===== src/rtl/tod_pkg.sv =====
package tod_pkg;
  localparam int NFLD = 8;
  localparam int AW   = 3;
  localparam int DW   = 8;

  function automatic logic [7:0] bcd_inc(input logic [7:0] v);
    logic [7:0] r;
    if (v[3:0] >= 4'd9) r = {v[7:4] + 4'd1, 4'd0};
    else                r = v + 8'd1;
    return r;
  endfunction

  // bottom value of each field
  function automatic logic [7:0] fld_lo(input int i);
    case (i)
      4, 5, 6: return 8'h01;
      default: return 8'h00;
    endcase
  endfunction

  // top value of each field (date is replaced by the month table)
  function automatic logic [7:0] fld_hi(input int i);
    case (i)
      0, 7:    return 8'h99;
      1, 2:    return 8'h59;
      3:       return 8'h23;
      4:       return 8'h07;
      6:       return 8'h12;
      default: return 8'h31;
    endcase
  endfunction

  // bits kept on a load; hundredths always loads zero
  function automatic logic [7:0] fld_mask(input int i);
    case (i)
      0:       return 8'h00;
      1, 2:    return 8'h7F;
      3, 5:    return 8'h3F;
      4:       return 8'h07;
      6:       return 8'h1F;
      default: return 8'hFF;
    endcase
  endfunction

  // index of the field whose carry advances field i; -1 means the divider
  function automatic int fld_src(input int i);
    case (i)
      0:       return -1;
      4, 5:    return 3;
      6:       return 5;
      7:       return 6;
      default: return i - 1;
    endcase
  endfunction

  // BCD year divisible by 4: (ones + 10*tens) mod 4 == (ones + 2*tens) mod 4
  function automatic logic leap_yr(input logic [7:0] y);
    logic [1:0] s;
    s = y[1:0] + {y[4], 1'b0};
    return (s == 2'd0);
  endfunction

  function automatic logic [7:0] month_len(input logic [7:0] m, input logic leap);
    case (m)
      8'h02:                      return leap ? 8'h29 : 8'h28;
      8'h04, 8'h06, 8'h09, 8'h11: return 8'h30;
      default:                    return 8'h31;
    endcase
  endfunction
endpackage


===== src/rtl/tod_divider.sv =====
module tod_divider #(
  parameter int TICK_HZ = 32768,
  parameter int STEP    = 100
) (
  input  logic clk,
  input  logic rst,
  input  logic clr_i,
  input  logic tick_i,
  input  logic run_i,
  output logic pulse_o
);
  localparam int ACC_W = $clog2(TICK_HZ + STEP) + 1;
  localparam logic [ACC_W-1:0] STEP_V = ACC_W'(STEP);
  localparam logic [ACC_W-1:0] WRAP_V = ACC_W'(TICK_HZ);

  logic [ACC_W-1:0] acc_q;
  logic [ACC_W-1:0] sum;
  logic             adv;

  assign adv     = tick_i & run_i;
  assign sum     = acc_q + STEP_V;
  assign pulse_o = adv && (sum >= WRAP_V);

  always_ff @(posedge clk) begin
    if (rst || clr_i)  acc_q <= '0;
    else if (pulse_o)  acc_q <= sum - WRAP_V;
    else if (adv)      acc_q <= sum;
  end
endmodule


===== src/rtl/tod_field.sv =====
module tod_field #(
  parameter logic [7:0] LO   = 8'h00,
  parameter logic [7:0] MASK = 8'hFF
) (
  input  logic       clk,
  input  logic       rst,
  input  logic       inc_i,
  input  logic       ld_i,
  input  logic [7:0] ld_d_i,
  input  logic [7:0] hi_i,
  output logic [7:0] q_o,
  output logic       carry_o
);
  import tod_pkg::*;

  logic [7:0] q;
  logic       at_top;

  assign at_top  = (q >= hi_i);
  assign carry_o = inc_i && at_top;
  assign q_o     = q;

  always_ff @(posedge clk) begin
    if (rst)        q <= LO;
    else if (ld_i)  q <= ld_d_i & MASK;
    else if (inc_i) q <= at_top ? LO : bcd_inc(q);
  end
endmodule


===== src/rtl/tod_chain.sv =====
module tod_chain #(
  parameter int TICK_HZ = 32768
) (
  input  logic       clk,
  input  logic       rst,
  input  logic       tick,
  input  logic       wr_en,
  input  logic [2:0] wr_addr,
  input  logic [7:0] wr_data,
  output logic [7:0] hund_o,
  output logic [7:0] sec_o,
  output logic [7:0] min_o,
  output logic [7:0] hour_o,
  output logic [7:0] wday_o,
  output logic [7:0] date_o,
  output logic [7:0] month_o,
  output logic [7:0] year_o
);
  import tod_pkg::*;

  localparam int SUB_STEPS = 100;
  localparam int A_SEC  = 1;
  localparam int A_HOUR = 3;
  localparam int I_DATE = 5;
  localparam int I_YEAR = 7;

  logic             halt_q;
  logic             cen_en_q;
  logic             century_q;
  logic             hund_pulse;
  logic [7:0]       date_hi;
  logic [7:0]       hi    [NFLD];
  logic [7:0]       fq    [NFLD];
  logic [NFLD-1:0]  carry;

  tod_divider #(.TICK_HZ(TICK_HZ), .STEP(SUB_STEPS)) u_div (
    .clk    (clk),
    .rst    (rst),
    .clr_i  (wr_en),
    .tick_i (tick),
    .run_i  (~halt_q & ~wr_en),
    .pulse_o(hund_pulse)
  );

  assign date_hi = month_len(fq[6], leap_yr(fq[I_YEAR]));

  for (genvar g = 0; g < NFLD; g++) begin : g_fld
    localparam int SRC = fld_src(g);
    logic inc;
    if (SRC < 0) begin : g_root
      assign inc = hund_pulse;
    end else begin : g_link
      assign inc = carry[SRC];
    end
    if (g == I_DATE) begin : g_dyn
      assign hi[g] = date_hi;
    end else begin : g_fix
      assign hi[g] = fld_hi(g);
    end
    tod_field #(.LO(fld_lo(g)), .MASK(fld_mask(g))) u_f (
      .clk    (clk),
      .rst    (rst),
      .inc_i  (inc),
      .ld_i   (wr_en && (g == 0 || wr_addr == 3'(g))),
      .ld_d_i (wr_data),
      .hi_i   (hi[g]),
      .q_o    (fq[g]),
      .carry_o(carry[g])
    );
  end

  always_ff @(posedge clk) begin
    if (rst) begin
      halt_q    <= 1'b0;
      cen_en_q  <= 1'b0;
      century_q <= 1'b0;
    end else if (wr_en) begin
      if (wr_addr == 3'(A_SEC)) halt_q <= wr_data[7];
      if (wr_addr == 3'(A_HOUR)) begin
        cen_en_q  <= wr_data[7];
        century_q <= wr_data[6];
      end
    end else if (carry[I_YEAR] && cen_en_q) begin
      century_q <= ~century_q;
    end
  end

  assign hund_o  = fq[0];
  assign sec_o   = {halt_q, fq[1][6:0]};
  assign min_o   = fq[2];
  assign hour_o  = {cen_en_q, century_q, fq[3][5:0]};
  assign wday_o  = {5'd0, fq[4][2:0]};
  assign date_o  = fq[5];
  assign month_o = fq[6];
  assign year_o  = fq[7];

  logic [13:0] unused_bits;
  assign unused_bits = {fq[1][7], fq[3][7:6], fq[4][7:3], carry[4], SUB_STEPS[4:0]};
endmodule


===== config.mk =====
export PLATFORM = sky130hd
export DESIGN_NAME = tod_chain
export DESIGN_NICKNAME = d
export VERILOG_FILES = /design/src/rtl/tod_pkg.sv /design/src/rtl/tod_divider.sv /design/src/rtl/tod_field.sv /design/src/rtl/tod_chain.sv
export SDC_FILE = /design/constraint.sdc
export NUM_CORES = 1
export LEC_CHECK = 0
export BUFFER_PORTS_ARGS = -buffer_cell sky130_fd_sc_hd__buf_2
export CORE_MARGIN = 10
export CORE_UTILIZATION = 45
export DETAILED_ROUTE_END_ITERATION = 7
export PLACE_DENSITY = 0.67
export SETUP_SLACK_MARGIN = 0.1
export SKIP_LAST_GASP = 1
export SYNTH_ARGS = -nofsm -noshare
export SYNTH_HDL_FRONTEND = slang
export SYNTH_SLANG_ARGS = --single-unit

===== constraint.sdc =====
create_clock -name clk -period 3.8 [get_ports clk]
set_input_delay 0.19 -clock clk [delete_from_list [all_inputs] [get_ports clk]]
set_output_delay 0.19 -clock clk [all_outputs]
set_load 0.02 [all_outputs]

**After elaboration in Yosys (flattened, before gate mapping)**

Cells that the tools add are included.
Widths: inputs -> output; s select.

- Memory bits (read-only): 0
- Flip-flop bits (word level): 84
- Input port bits: 15
- RAM bits: 0
- Memories: 0
- Latch bits: 0

- Multipliers: 0
- Div/mod/pow operators: 0
- Bitwise operators: 5
- Reductions and logical operators: 38
- Magnitude comparators: 17
- Add/subtract/negate cells: 19
- Shift operators: 0
- Equal/unequal tests: 13
- Muxes and demuxes: 37

Operators with widths:

| cell | count |
|---|---|
| $mux 8 | 18 |
| $add 8x1->8 const B | 8 |
| $mux 17 | 2 |
| $add 4x1->4 const B | 8 |
| $ge 4x4->1 const B | 8 |
| $mux 7 | 4 |
| $mux 6 | 4 |
| $reduce_bool 2->1 | 9 |
| $add 17x7->17 const B | 1 |
| $ge 17x16->1 const B | 1 |
| $sub 17x16->17 const B | 1 |
| $eq 8x3->1 const B | 2 |
| $ge 8x7->1 const B | 2 |
| $ge 8x8->1 const B | 2 |
| $logic_and 1x1->1 | 16 |
| $reduce_or 2->1 | 7 |
| $eq 3x3->1 const B | 4 |
| $mux 5 | 2 |
| $pmux 5 s2 | 1 |
| $eq 8x2->1 const B | 1 |
| $eq 8x4->1 const B | 1 |
| $eq 8x5->1 const B | 1 |
| $ge 8x3->1 const B | 1 |
| $ge 8x5->1 const B | 1 |
| 14 further kinds | 24 |

**Logic depth before layout (Yosys ltp)**

Gate-level depths: netlist of run 1.

- Depth after elaboration: 14
- Mapped depth: 17
- Depth with buffers taken out: 16

**By module**

A second synthesis of run 1 with hierarchy kept.

- Cell total of the unflattened synthesis: 861
- Area, all modules: 7363.3 um^2

Modules (own cells, without submodules):

| module | area each (um^2) | seq. area each (um^2) | cells each | instances |
|---|---|---|---|---|
| tod_field at g_fld[1].u_f ... | 782.0 | 160.2 | 86 | 2 |
| tod_divider | 1034.7 | 300.3 | 124 | 1 |
| tod_field at g_fld[3].u_f | 793.3 | 160.2 | 87 | 1 |
| tod_field at g_fld[7].u_f | 772.0 | 160.2 | 91 | 1 |
| tod_field at g_fld[5].u_f | 748.2 | 160.2 | 89 | 1 |
| tod_field at g_fld[6].u_f | 735.7 | 160.2 | 89 | 1 |
| tod_field at g_fld[0].u_f | 691.9 | 160.2 | 85 | 1 |
| tod_field at g_fld[4].u_f | 683.2 | 160.2 | 79 | 1 |
| tod_chain | 340.3 | 60.1 | 45 | 1 |

**Worst setup path before layout of run 1**

OpenSTA, ideal clock, no wires.

- Path type: register -> register
- From: register g_fld[6].u_f.q[4]
- To: register century_q
- Setup time: 0.119 ns
- Arrival: 3.414 ns
- Required time: 3.681 ns
- Slack: 0.268 ns
- Path buffers: 1
- Cell stages (with the launch flop): 18
- Path through: dfxtp_1 -> inv_1 -> ha_1 -> mux2_2 -> nand2_1 -> o21ai_0 -> nand2_1 -> nand2_1 -> o31ai_1 -> ha_1 -> nor4b_1 -> o211ai_1 -> o311ai_0 -> nor4_1 -> a21o_1 -> clkbuf_1 -> a22o_1 -> o221a_2

- Longest elaborated chain between the ends: 10
- Elaborated cells between the ends (all ways): 15
- Those cells by class: order compare: 2; eq/ne: 5; mux: 1; reduce/logical: 7

Ends and longest elaborated chain:

| item | line | source |
|---|---|---|
| from (decl) | tod_field.sv:16 | `logic [7:0] q;` |
| from (signal assigned) | tod_field.sv:25 | `else if (ld_i) q <= ld_d_i & MASK;` |
| from (signal assigned) | tod_field.sv:26 | `else if (inc_i) q <= at_top ? LO : bcd_inc(q);` |
| $eq 8x3->1 (tied with other cells) | tod_pkg.sv:64 | `case (m)` |
| $reduce_or 4->1 | tod_pkg.sv:64 |  |
| $pmux 5 s2 | tod_pkg.sv:64 |  |
| $ge 8x6->1 | tod_field.sv:19 | `assign at_top = (q >= hi_i);` |
| $logic_and 1x1->1 | tod_field.sv:20 | `assign carry_o = inc_i && at_top;` |
| $logic_and 1x1->1 (*) (2 in a row) | tod_field.sv:20 |  |
| $logic_and 1x1->1 (*) | tod_chain.sv:83 | `end else if (carry[I_YEAR] && cen_en_q) begin` |
| $reduce_bool 2->1 (no line) (*) | n/a |  |
| $reduce_and 2->1 (no line) (*) | n/a |  |
| to (signal assigned) | tod_chain.sv:81 | `century_q <= wr_data[6];` |
| to (signal assigned) | tod_chain.sv:84 | `century_q <= ~century_q;` |
| to (decl) | tod_chain.sv:29 | `logic century_q;` |

Every way passes the cells marked *; elsewhere a longest branch is shown, timed or not.
A chain may end at the register's enable or synchronous reset.

**Final worst setup path of run 1**

Same ends and word-level chain as after synthesis.

==> results of run 1 <==
[final cells by class]
cell class / count / area share (%)
Clock inverter: 4 / 1.139
Timing Repair Buffer: 86 / 7.266
Multi-Input combinational cell: 548 / 56.26
Sequential cell: 82 / 25.77
Clock buffer: 12 / 4.183
Inverter: 34 / 2.003
Tap cell: 172 / 3.378
[metal layers]
layer | track usage (%) | part of all wire (%)
met1 | 22.72 | 44
met4 | 7.860 | 2.3
met2 | 27.92 | 46
met3 | 4.117 | 7.9
met5 | 0 | 0
[worst min path at each step]
stage,from,endpoint,slack (ns),cells past startpoint
6_report,wr_data[7],cen_en_q,0.12,3
5_1_grt,wr_data[7],cen_en_q,0.13,3
4_1_cts,wr_data[7],cen_en_q,0.12,3
3_5_place_dp,g_fld[4].u_f.q_o[7],g_fld[4].u_f.q_o[7],0.47,2
3_3_place_gp,g_fld[4].u_f.q_o[7],g_fld[4].u_f.q_o[7],0.46,2
2_1_floorplan,wr_data[4],g_fld[3].u_f.q_o[4],0.30,2
[tightest hold or removal path: stages]
cell	delay, ns
buf_2	0.13
nand2_1	0.06
a21oi_1	0.05
[through the flow]
step                setup WS (ns)  instances  instance area [sq um]  power [uW]
floorplan                  0.2676        761                   5952        1065
global placement           0.4216        922                   6018        1109
detailed placement         0.2610        922                   6018        1113
CTS                        0.1826        938                   6357        2102
global route               0.1025        938                   6371        2162
finish                     0.2550        938                   6371        2090
[cell usage in the layout, fill, tap and decap left out, drive strengths merged, types with 13 or more instances in the layout]
cell type  instances
nor4              14
nor2b             14
dfxtp             82
nor2              74
a21oi             28
nand2             55
inv               33
nand4             16
o21ai             36
nand3             41
nor3              18
a311oi            13
buf               86
a31oi             22
ha                49
o31ai             14
[logic make-up (layout without fill, tap and decap cells)]
| kind of cell | Yosys count | in the layout | share of synthesized area, % |
|---|---|---|---|
| adders and majority gates | 49 | 49 | 10.33 |
| and+or+nand+nor | 290 | 290 | 24.78 |
| AOI/OAI and AO/OA | 176 | 176 | 20.42 |
| buffers and inverters | 131 | 136 | 12.46 |
| muxes | 7 | 7 | 1.201 |
| xor gates and xnor gates | 21 | 21 | 3.098 |
| DFF | 82 | 82 | 27.65 |
| other | 1 | 5 | 0.06316 |
[sequential cells by signal, summed over array words and instances, names as in the netlist]
name / flops
u_div.acc_q: 15
century_q: 1
cen_en_q: 1
halt_q: 1
g_fld.u_f.q_o: 64
[power breakdown]
part           switching, uW  internal [uW]  leakage [uW]  total [uW]
Clock                    365            628      0.000165         993
Sequential              26.5            876      0.000663         903
Combinational            131           62.7       0.00173         194
==> flow_summary.toml, run 1 <==
[timing]
slew_viol_final = 0
period_needed_ns = 3.545
hold_violations = 0
relSlewSlack_pct = 48.90
fin_hold_ws_ns = 0.1210
fmax_ghz = 0.2821
tightest_slew_ns = 0.7596
rsz0062_at_grt = "false"
fin_skew_ns = 0.005968
finalSetupViolations = 0
tns_ns = 0
fin_crit_sh_pct = 93.29

[floorplan]
coreArea_sq_um = 12770
ios = 79
row_count = 41
dieArea_sq_um = 18190
start_util_pct = 46.48
die_h_microns = 134.9
die_w_microns = 134.9

[run]
cap_violations = 0

[clock_network]
clk_pin_slew_ns = 0.06
cts_tree = "yes"
postCtsSetupBuffers = 0
cts_buffer_depth = 2
cts_resized = 0
clk_latency_ns = 0.35
root_buffer = "clkbuf_16"
cts-buffers-inserted = 9
cts_sinks = 82
cts_htree_levels = 3
postCtsHoldBufs = 0

[yosys]
synthArstFlopShare_pct = 0
yosysMostFrequentCell = "dfxtp_1"
synth_ff_type = "dfxtp_1"
synth_commonest_cells = "dfxtp_1, nor2_1, buf_4"
synth-edff-count = 0
synth_area_leaders = "dfxtp_1, ha_1, buf_4, nor2_1, nand2_1"
netlist_area_sq_um = 5937
netlist_instances = 757
ys_warn_count = 0
ys_ff_latch = 82
synth.largest_area_cell = "dfxtp_1"
ys_types = 65
synth.avg_cell_area_sq_um = 7.843
seq_area_frac_synth_pct = 27.65
yosysTopAreaCellShare_pct = 27.65

[place]
port_buffers = 73
hpwl_mm = 11.80
routabilityCongestion = 0.9622

[route]
vias = 5581
wl_per_cell_microns = 17.47
antenna_left = 0
finalWirelength_mm = 16.39
drc_errors = 0
vias_per_cell = 5.950
drtIter0Drc = 542
first_pass_iters = 5

[setup_path]
critPathRequiredTime_ns = 4.04
endpoint_kind = "flop"
crit_family = "compound AO/OA/AOI/OAI gates"
path_cells = "inv_1, ha_1, mux2_2, nand2_1, o21ai_1, nand2_1, nand2_1, o31ai_1, ha_1, nor4b_1, o211ai_1, o311ai_0, buf_4, nor4_2, a21o_2, a22o_1, o221a_2"
critPathArrivalTime_ns = 3.79
setup.worst_path.end = "century_q"
reg2reg_from = "g_fld[6].u_f.q_o[4]"
path_depth = 17
critical-path-max-stage-delay_ns = 0.42
startpoint = "g_fld[6].u_f.q_o[4]"
reg2reg_to = "century_q"
path_max_fanout = 10
r2r_cells = 17
critPathKind = "reg2reg"
cpMostUsedCell = "nand2_1"
crit_buf_inv = 2
start_kind = "flop"
crit_path_top_delay_cell = "dfxtp_1"
rrSetupSlack_ns = 0.25

[final_layout]
antenna_cells = 0
fillers = 1248
drive_gt1_share_pct = 14.62
syn2layout_area_growth_pct = 7.313
fin_util_pct = 49.88
num-nets-final = 825
final-seq-area_sq_um = 1642
multi_input_area_sq_um = 3585

[power]
p_leak_uw = 0.002563
vdd_drop_max_uv = 195.0
p_per_area_nw_per_um2 = 328.0

[grt]
antenna_found_initial = 0
grt_pass1_wl_mm = 26.69
grt_remaining_overflow = 0
grt_use_total_pct = 17.80
grt_max_degree = 44
grt_pass1_vias = 5249

[worst_hold_path]
hold_class = "in2reg"

[status]
outcome = "completed"
Power figures use the tool's default switching activity.
==> run 2, diff against run 1 <==
- RECOVER_POWER: default -> 50
- REMOVE_ABC_BUFFERS: default -> 1
==> run 2 against run 1 <==
Net effect:
- via count down 0.32%
- global-route usage decreased by 0.37 points
- clock power hardly changed
- setup slack better by 0.13 ns
- routed wire length fell by 1.5%
- critical path type unchanged
- critical endpoint is now g_fld[7].u_f.q_o[6]
- largest cell class unchanged
- highest routed layer unchanged
==> flow_summary.toml, run 2 (synthesis gave the netlist of run 1 again) <==
[timing]
period_needed_ns = 3.416
fmax_ghz = 0.2927
hold_violations = 0
tightest_slew_ns = 0.8512
setup_ws_ns = 0.3837
fin_skew_ns = 0.01279
slew_viol_final = 0
relSlewSlack_pct = 42.81
fin_crit_sh_pct = 89.90
tns_ns = 0
finalSetupViolations = 0
rsz0062_at_grt = "true"

[setup_path]
cpMostUsedCell = "ha_1"
crit_buf_inv = 2
r2r_cells = 11
critPathKind = "reg2reg"
reg2reg_from = "u_div.acc_q[2]"
endpoint_kind = "flop"
start_kind = "flop"
rrSetupSlack_ns = 0.38
path_cells = "ha_1, a211oi_1, nor4_1, xor2_1, inv_1, ha_1, nor4_2, a21oi_1, buf_4, or4_1, a31oi_1"
reg2reg_to = "g_fld[7].u_f.q_o[6]"
path_max_fanout = 9
crit_family = "simple AND/OR/NAND/NOR gates"
crit_path_top_delay_cell = "a211oi_1"
critical-path-max-stage-delay_ns = 0.65
critPathArrivalTime_ns = 3.69
critPathRequiredTime_ns = 4.07

[final_layout]
final-seq-area_sq_um = 1643
num-nets-final = 828
largest_reg_flops = 64
final_area_sq_um = 6320
fillers = 1261
mostFrequentLayoutCells = "dfxtp_1, nor2_1, clkbuf_1"
syn2layout_area_growth_pct = 6.449
antenna_cells = 0
final_common_cell = "dfxtp_1"
drive_gt1_share_pct = 7.022
multi_input_area_sq_um = 3592
fin_util_pct = 49.48

[power]
vdd_drop_max_uv = 209.3
p_leak_uw = 0.002320
p_per_area_nw_per_um2 = 332.0

[place]
routabilityCongestion = 0.8914
dp_slack_ns = 0.2291
hpwl_mm = 11.83
placed_area_sq_um = 6041
port_buffers = 73

[clock_network]
cts_htree_levels = 3
cts-buffers-inserted = 9
clk_latency_ns = 0.35
clk_pin_slew_ns = 0.06
cts_tree = "yes"
cts_buffer_depth = 2
cts_sinks = 82
root_buffer = "clkbuf_16"

[route]
vias_per_cell = 5.912
drtIter0Drc = 488
drc_errors = 0
antenna_left = 0
wl_per_cell_microns = 17.16
finalWirelength_mm = 16.15
first_pass_iters = 7
vias = 5563

[floorplan]
row_count = 41
dieArea_sq_um = 18190
coreArea_sq_um = 12770
die_w_microns = 134.9
start_util_pct = 46.48
die_h_microns = 134.9
ios = 79

[worst_hold_path]
hold_end = "cen_en_q"
holdCritStartpoint = "wr_data[7]"
hold_class = "in2reg"
hold_depth = 3

[grt]
grt_use_total_pct = 17.42
grt_remaining_overflow = 0
grt_pass1_vias = 5263
grt_max_degree = 29
grt_pass1_wl_mm = 26.53
antenna_found_initial = 0

[run]
cap_violations = 0

[status]
outcome = "completed"
## run 2: cell types whose count changed in the layout (fill, tap and decap cells not counted), moves of 2 or more
cell,change
buf_2,-60
clkbuf_8,-3
buf_4,+2
clkbuf_1,+63
## run 2: where the power goes
| group | switching (uW) | total, uW | leakage [uW] | internal, uW |
|---|---|---|---|---|
| logic | 132 | 191 | 0.00150 | 59.2 |
| clock network | 363 | 1000 | 0.000160 | 642 |
| registers | 26.6 | 903 | 0.000664 | 876 |
## run 2: how the worst max path moves through the flow
stage,startpoint,cells after the start,slack (ns),endpoint
2_1_floorplan,g_fld[6].u_f.q_o[4],16,0.20,century_q
3_3_place_gp,g_fld[6].u_f.q_o[4],16,0.31,century_q
3_5_place_dp,g_fld[6].u_f.q_o[4],16,0.23,century_q
4_1_cts,g_fld[6].u_f.q_o[4],16,0.20,century_q
5_1_grt,g_fld[6].u_f.q_o[5],13,0.08,century_q
6_report,u_div.acc_q[2],11,0.38,g_fld[7].u_f.q_o[6]
## run 2: layout make-up
class / instances / share of cell area, %
Clock buffer: 11 / 3.682
Timing Repair Buffer: 89 / 6.434
Inverter: 34 / 2.019
Multi-Input combinational cell: 548 / 56.84
Sequential cell: 82 / 25.99
Clock inverter: 5 / 1.623
Tap cell: 172 / 3.405
## run 2: metal layers
| metal | routed length [microns] | track usage (%) |
|---|---|---|
| met5 | 0 | 0 |
| met4 | 267 | 5.260 |
| met3 | 997 | 4.748 |
| met2 | 7446 | 27.54 |
| met1 | 7435 | 22.54 |
## run 2: what timing repair did
item	CTS	global route
setup buffers	0	0
resized for setup	0	7
setup endpoints to repair	0	16
hold buffers	0	0
## run 2: tightest hold or removal path, cell delays in order
cell and delay (ns):
buf_2 0.13, nand2_1 0.06, a21oi_1 0.05
## run 2: per-stage QoR
stage | std cells | power, uW | hold WS, ns
2_1_floorplan | 664 | 1029 | 0.2591
3_3_place_gp | 925 | 1108 | 0.4535
3_5_place_dp | 925 | 1114 | 0.4612
4_1_cts | 941 | 2114 | 0.1265
5_1_grt | 941 | 2171 | 0.1739
6_report | 941 | 2098 | 0.1333
